**config.mk**
```make
export PLATFORM = sky130hd
export DESIGN_NAME = copy_splitter
export DESIGN_NICKNAME = d
export VERILOG_FILES = /design/src/rtl/copy_split_pkg.sv /design/src/rtl/cs_cfg_regs.sv /design/src/rtl/cs_lane.sv /design/src/rtl/copy_splitter.sv
export SDC_FILE = /design/constraint.sdc
export NUM_CORES = 1
export LEC_CHECK = 0
export ABC_CLOCK_PERIOD_IN_PS = 7950
export BUFFER_PORTS_ARGS = -buffer_cell sky130_fd_sc_hd__buf_2
export CORE_ASPECT_RATIO = 0.7
export CORE_MARGIN = 3
export CORE_UTILIZATION = 56
export CTS_BUF_LIST = sky130_fd_sc_hd__clkbuf_4 sky130_fd_sc_hd__clkbuf_8
export DETAILED_ROUTE_END_ITERATION = 10
export PLACE_DENSITY_LB_ADDON = 0.15
export RECOVER_POWER = 50
export SLEW_MARGIN = 25
export SYNTH_ARGS = -nofsm -noshare
export SYNTH_HDL_FRONTEND = slang
export SYNTH_HIERARCHICAL = 1
export SYNTH_SLANG_ARGS = --single-unit
```
**constraint.sdc**
```tcl
create_clock -name clk -period 7.95 [get_ports clk]
set_input_delay 0.3975 -clock clk [delete_from_list [all_inputs] [get_ports clk]]
set_output_delay 0.3975 -clock clk [all_outputs]
set_load 0.02 [all_outputs]
```
**src/rtl/copy_split_pkg.sv**
```systemverilog
package copy_split_pkg;
  localparam int unsigned BURST_MIN = 128;
  localparam int unsigned BURST_MAX = 1024;
  localparam int unsigned BW = $clog2(BURST_MAX) + 1;  // byte-count width
  localparam int unsigned CW = 5;                      // cap field width
  localparam int unsigned NDIR = 2;                    // 0 = read, 1 = write

  function automatic logic burst_ok(input logic [15:0] v);
    return ($countones(v) == 1) && (v >= 16'(BURST_MIN)) && (v <= 16'(BURST_MAX));
  endfunction
endpackage

```
**src/rtl/cs_cfg_regs.sv**
```systemverilog
module cs_cfg_regs
  import copy_split_pkg::*;
#(
  parameter int unsigned RST_BURST = 256,
  parameter int unsigned RST_CAP   = 4
) (
  input  logic                     clk,
  input  logic                     rst_n,
  input  logic                     burst_we,
  input  logic [31:0]              burst_word,
  input  logic                     cap_we,
  input  logic [31:0]              cap_word,
  output logic [NDIR-1:0][BW-1:0]  burst,
  output logic [NDIR-1:0][CW-1:0]  cap,
  output logic                     err
);
  logic [NDIR-1:0] bad;
  logic unused_bits;
  assign unused_bits = ^{cap_word[31:16+CW], cap_word[15:CW]};

  for (genvar g = 0; g < NDIR; g++) begin : g_dir
    logic [15:0]   fld;
    logic [BW-1:0] bs_r;
    logic [CW-1:0] cap_r;
    assign fld      = burst_word[16*g +: 16];
    assign bad[g]   = burst_we && !burst_ok(fld);
    assign burst[g] = bs_r;
    assign cap[g]   = cap_r;

    always_ff @(posedge clk or negedge rst_n) begin
      if (!rst_n) begin
        bs_r  <= BW'(RST_BURST);
        cap_r <= CW'(RST_CAP);
      end else begin
        if (burst_we && burst_ok(fld)) bs_r <= fld[BW-1:0];
        if (cap_we) cap_r <= cap_word[16*g +: CW];
      end
    end

    // the held limit is always one of the legal sizes
    a_r4_legal_limit: assert property (@(posedge clk) disable iff (!rst_n)
      burst_ok(16'(bs_r)));
  end

  always_ff @(posedge clk or negedge rst_n) begin
    if (!rst_n) err <= 1'b0;
    else if (|bad) err <= 1'b1;
  end

  // the error flag never clears outside reset
  a_r4_err_sticky: assert property (@(posedge clk) disable iff (!rst_n)
    err |=> err);
endmodule

```
**src/rtl/cs_lane.sv**
```systemverilog
module cs_lane
  import copy_split_pkg::*;
#(
  parameter int unsigned AW = 32,
  parameter int unsigned LW = 16
) (
  input  logic          clk,
  input  logic          rst_n,
  input  logic          start,
  input  logic          run,
  input  logic [AW-1:0] base,
  input  logic [LW-1:0] len,
  input  logic [BW-1:0] bs,
  input  logic [CW-1:0] cap,
  input  logic [LW-1:0] gate,
  input  logic          cmd_ready,
  input  logic          cpl_valid,
  output logic          cmd_valid,
  output logic [AW-1:0] cmd_addr,
  output logic [BW-1:0] cmd_bytes,
  output logic [LW-1:0] issued,
  output logic [LW-1:0] cpl,
  output logic          fin
);
  logic [AW-1:0] base_q;
  logic [LW-1:0] len_q, off_q, cpl_q;
  logic [BW-1:0] bs_q;
  logic [CW-1:0] outst_q;
  logic [LW-1:0] rem_iss, rem_cpl, cpl_inc;
  logic [LW:0]   end_off;
  logic          fire;

  always_comb begin
    rem_iss   = len_q - off_q;
    cmd_bytes = (rem_iss < LW'(bs_q)) ? rem_iss[BW-1:0] : bs_q;
    end_off   = {1'b0, off_q} + (LW+1)'(cmd_bytes);
    cmd_valid = run && (off_q != len_q) && (outst_q < cap) && (end_off <= {1'b0, gate});
    cmd_addr  = base_q + AW'(off_q);
    rem_cpl   = len_q - cpl_q;
    cpl_inc   = (rem_cpl < LW'(bs_q)) ? rem_cpl : LW'(bs_q);
    fire      = cmd_valid && cmd_ready;
  end

  always_ff @(posedge clk or negedge rst_n) begin
    if (!rst_n) begin
      base_q  <= '0;
      len_q   <= '0;
      bs_q    <= BW'(BURST_MAX);
      off_q   <= '0;
      cpl_q   <= '0;
      outst_q <= '0;
    end else begin
      if (start) begin
        base_q <= base;
        len_q  <= len;
        bs_q   <= bs;
        off_q  <= '0;
        cpl_q  <= '0;
      end else begin
        if (fire)      off_q <= end_off[LW-1:0];
        if (cpl_valid) cpl_q <= cpl_q + cpl_inc;
      end
      case ({fire, cpl_valid})
        2'b10:   outst_q <= outst_q + 1'b1;
        2'b01:   outst_q <= outst_q - 1'b1;
        default: outst_q <= outst_q;
      endcase
    end
  end

  assign issued = off_q;
  assign cpl    = cpl_q;
  assign fin    = (cpl_q == len_q);

  // a waiting command keeps its fields
  a_r9_hold_fields: assert property (@(posedge clk) disable iff (!rst_n)
    (cmd_valid && !cmd_ready) |=> (!cmd_valid || ($stable(cmd_addr) && $stable(cmd_bytes))));
  // every command is non-empty and within the captured limit
  a_r2_size_bound: assert property (@(posedge clk) disable iff (!rst_n)
    cmd_valid |-> (cmd_bytes != '0) && (cmd_bytes <= bs_q));
endmodule

```
**src/rtl/copy_splitter.sv**
```systemverilog
module copy_splitter
  import copy_split_pkg::*;
#(
  parameter int unsigned AW        = 32,
  parameter int unsigned LW        = 16,
  parameter int unsigned RST_BURST = 256,
  parameter int unsigned RST_CAP   = 4
) (
  input  logic          clk,
  input  logic          rst_n,
  input  logic          cfg_burst_we,
  input  logic [31:0]   cfg_burst_word,
  input  logic          cfg_cap_we,
  input  logic [31:0]   cfg_cap_word,
  output logic          cfg_err,
  input  logic          req_valid,
  output logic          req_ready,
  input  logic [AW-1:0] req_src,
  input  logic [AW-1:0] req_dst,
  input  logic [LW-1:0] req_len,
  output logic          rd_cmd_valid,
  input  logic          rd_cmd_ready,
  output logic [AW-1:0] rd_cmd_addr,
  output logic [BW-1:0] rd_cmd_bytes,
  input  logic          rd_cpl_valid,
  output logic          wr_cmd_valid,
  input  logic          wr_cmd_ready,
  output logic [AW-1:0] wr_cmd_addr,
  output logic [BW-1:0] wr_cmd_bytes,
  input  logic          wr_cpl_valid,
  output logic          done
);
  logic [NDIR-1:0][BW-1:0] burst;
  logic [NDIR-1:0][CW-1:0] cap;
  logic busy_q, done_q, accept;
  logic [LW-1:0] rd_issued, rd_cpl, wr_issued, wr_cpl;
  logic rd_fin, wr_fin;

  cs_cfg_regs #(.RST_BURST(RST_BURST), .RST_CAP(RST_CAP)) u_cfg (
    .clk(clk), .rst_n(rst_n),
    .burst_we(cfg_burst_we), .burst_word(cfg_burst_word),
    .cap_we(cfg_cap_we), .cap_word(cfg_cap_word),
    .burst(burst), .cap(cap), .err(cfg_err)
  );

  assign req_ready = !busy_q;
  assign accept    = req_valid && !busy_q;

  cs_lane #(.AW(AW), .LW(LW)) u_rd (
    .clk(clk), .rst_n(rst_n), .start(accept), .run(busy_q),
    .base(req_src), .len(req_len), .bs(burst[0]), .cap(cap[0]),
    .gate({LW{1'b1}}), .cmd_ready(rd_cmd_ready), .cpl_valid(rd_cpl_valid),
    .cmd_valid(rd_cmd_valid), .cmd_addr(rd_cmd_addr), .cmd_bytes(rd_cmd_bytes),
    .issued(rd_issued), .cpl(rd_cpl), .fin(rd_fin)
  );

  cs_lane #(.AW(AW), .LW(LW)) u_wr (
    .clk(clk), .rst_n(rst_n), .start(accept), .run(busy_q),
    .base(req_dst), .len(req_len), .bs(burst[1]), .cap(cap[1]),
    .gate(rd_cpl), .cmd_ready(wr_cmd_ready), .cpl_valid(wr_cpl_valid),
    .cmd_valid(wr_cmd_valid), .cmd_addr(wr_cmd_addr), .cmd_bytes(wr_cmd_bytes),
    .issued(wr_issued), .cpl(wr_cpl), .fin(wr_fin)
  );

  always_ff @(posedge clk or negedge rst_n) begin
    if (!rst_n) begin
      busy_q <= 1'b0;
      done_q <= 1'b0;
    end else begin
      done_q <= busy_q && wr_fin;
      if (accept) busy_q <= 1'b1;
      else if (busy_q && wr_fin) busy_q <= 1'b0;
    end
  end

  assign done = done_q;

  logic unused_lane;
  assign unused_lane = ^{rd_issued, wr_cpl, rd_fin};

  // written bytes never run ahead of completed reads
  a_r7_write_after_read: assert property (@(posedge clk) disable iff (!rst_n)
    wr_issued <= rd_cpl);
  // done is a single-cycle pulse
  a_r8_done_pulse: assert property (@(posedge clk) disable iff (!rst_n)
    done |=> !done);
  // no request is taken while a copy runs
  a_r1_busy_blocks: assert property (@(posedge clk) disable iff (!rst_n)
    (req_valid && req_ready) |=> !req_ready);
endmodule

```
==> impl_metrics.yaml <==
setup_path:
  path_max_fanout: 5
  max_stage_delay_ns: 0.38
  worstSetupPathType: "flop to output port"
  end_kind: "output port"
  slowest_stage: "dfrtp_1"
  worst_ep_required_time_ns: 7.55
  start_kind: "flop"
  arrival_ns: 7.52
  cp_common_cell: "a21o_1"
layout:
  fin_area_mm2: 0.0239
  nFillCells: 2793
  final_layout_size_suffix_gt1_share_pct: 26.2
  nNetsFinal: 2907
  largest_registers: "u_rd/base_q (32), u_wr/base_q (32), u_cfg/g_dir.bs_r (22)"
  area_growth_pct: 18.6
global_routing:
  grt_max_degree: 210
  grt_usage_pct: 28.3
  grt-ovfl-total: 0
  grt_pass1_vias: 16100
  grt_pass1_wl_mm: 86.0
  antenna_found_initial: 0
timing:
  tightest_slew_ns: 4.59
  hold_violations: 0
  setup-violations-final: 0
  fin_crit_sh_pct: 99.6
  tns_ns: 0
  rsz0062_at_grt: "true"
  max_freq_mhz: 126
  hold_slack_ns: 0.0368
  skew_ns: 0.0324
  slew_headroom_pct: -206
  final_period_minus_worst_setup_slack_ns: 7.92
  fin_ws_ns: 0.0346
  slew_viol_final: 285
placed_design:
  dpl-instance-area_mm2: 0.0223
  place_ws_ns: -0.103
  io_buffers: 221
  hpwl_mm: 43.6
  gp_congestion: 0.960
clock_network:
  h-tree-depth: 2
  clk_path_buf_depth: 3
  cts_tree: "built"
  clk_pin_slew_ns: 0.07
  root_buffer: "clkbuf_8"
  cts_made_buffers: 40
  clock-sinks: 227
  clock_latency_ns: 0.59
routing:
  ant_nets: 0
  routed_wl_mm: 56.1
  firstDrtPassIters: 5
  vias_per_cell: 5.72
  first_iter_violations: 1133
  detail_route.wl_per_cell_um: 18.9
  dr_total_vias: 16900
  drc: 0
die:
  row_count: 57
  num_io_pins: 244
  dieArea_mm2: 0.0383
  die_y_um: 165
  fp.dieW_um: 233
  core_mm2: 0.0350
  initial_core_util_pct: 57.4
run_status:
  violations: "max-capacitance violations, max-slew violations"
  status: "finished, violations left"
power:
  p_total_mw: 10.4
  power.leakage_nw: 12.1
  irDropWorstVdd_v: 0.000229
  powerDensity_mw_per_mm2: 438
flow_run:
  max_cap_viol_count: 2
synth:
  syn-cell-area_mm2: 0.0201
  ys_warn_count: 6
  avgSynthCellArea_um2: 9.42
  netlist_instances: 2135
min_path:
  worstHoldPathType: "input port to flop"
==> layout make-up <==
cell class | instances | area, µm² | area share, %
flip-flops and latches | 227 | 5690 | 23.8
repair buffers | 313 | 1860 | 7.78
inverters | 233 | 877 | 3.68
clock inverters | 15 | 163 | 0.682
clock buffers | 59 | 737 | 3.09
well taps | 472 | 591 | 2.48
diodes | 1 | 2.50 | 0.0105
multi-input cells | 1645 | 13900 | 58.4
==> worst paths after layout <==
path                             startpoint                      end  slack, ns  cells after the start
max in group asynchronous             rst_n              u_rd/cpl[2]       3.58                      2
hold / removal             cfg_cap_word[18]  u_cfg/g_dir[1].cap_r[2]       0.04                      2
setup / recovery             u_wr/issued[1]             wr_cmd_valid       0.03                     34
min in group asynchronous             rst_n          u_rd/base_q[11]       1.87                      2
setup reg to reg             u_wr/issued[1]          u_wr/outst_q[4]       0.15                     40
hold reg to reg             u_rd/outst_q[4]          u_rd/outst_q[4]       0.47                      1
==> per-stage QoR <==
stage	util, %	instances
after detailed placement	63.6	2871
after global routing	68.1	2964
after CTS	66.5	2951
final	68.1	2965
after floorplan	-	2156
after global placement	63.6	2871
==> layer usage <==
metal	track usage, %	vias up	wire length, µm
met3	6.45	87	4290
met5	0	-	0
li1	-	8230	-
met4	6.85	0	1300
met2	40.5	490	23000
met1	43.1	8138	27500
==> cell usage in the layout (no fill, tap or decap), types with 12 or more instances in the layout <==
master      n
ha_1      245
inv_1     228
dfrtp_1   221
buf_2     214
nor2_1    147
mux2_2    118
xnor2_1   110
nand2_1   105
o21ai_0   104
a21oi_1    97
buf_4      79
a21o_1     49
clkbuf_8   47
mux2_4     47
nand3_1    47
xor2_1     43
mux2i_1    35
nand4_1    29
fa_1       29
o21a_1     29
a211oi_1   25
nor3_1     24
nand2b_1   24
conb_1     24
nor2b_1    19
and3_1     18
a21oi_2    15
or3_1      15
ha_4       15
a21boi_0   14
clkbuf_4   12
a31oi_1    12
==> critical path, delay by kind of cell (launching register included) <==
kind | cells | cell delay [ns]
adder cells (fa/ha/maj) | 4 | 1.01
multiplexers | 1 | 0.33
AND/OR/NAND/NOR | 5 | 0.80
flip-flops | 1 | 0.38
buffers and inverters | 5 | 0.66
AO/OA/AOI/OAI | 18 | 3.62
XOR/XNOR | 1 | 0.17
==> where the power goes <==
part           total, mW  switching (mW)  internal [mW]  leakage, nW
Combinational       7.28            4.03           3.25         8.77
Clock               1.24           0.540          0.700        0.481
Sequential          1.93           0.424           1.51         2.80
==> timing repair <==
item,4_1_cts,5_1_grt
setup buffers,0,12
pin swaps,6,54
cloned,0,1
hold endpoints to repair,77,0
hold buffers,6,0
resized for setup,10,84
setup endpoints to repair,4,14
No activity file was read; power rests on OpenSTA's default activity.
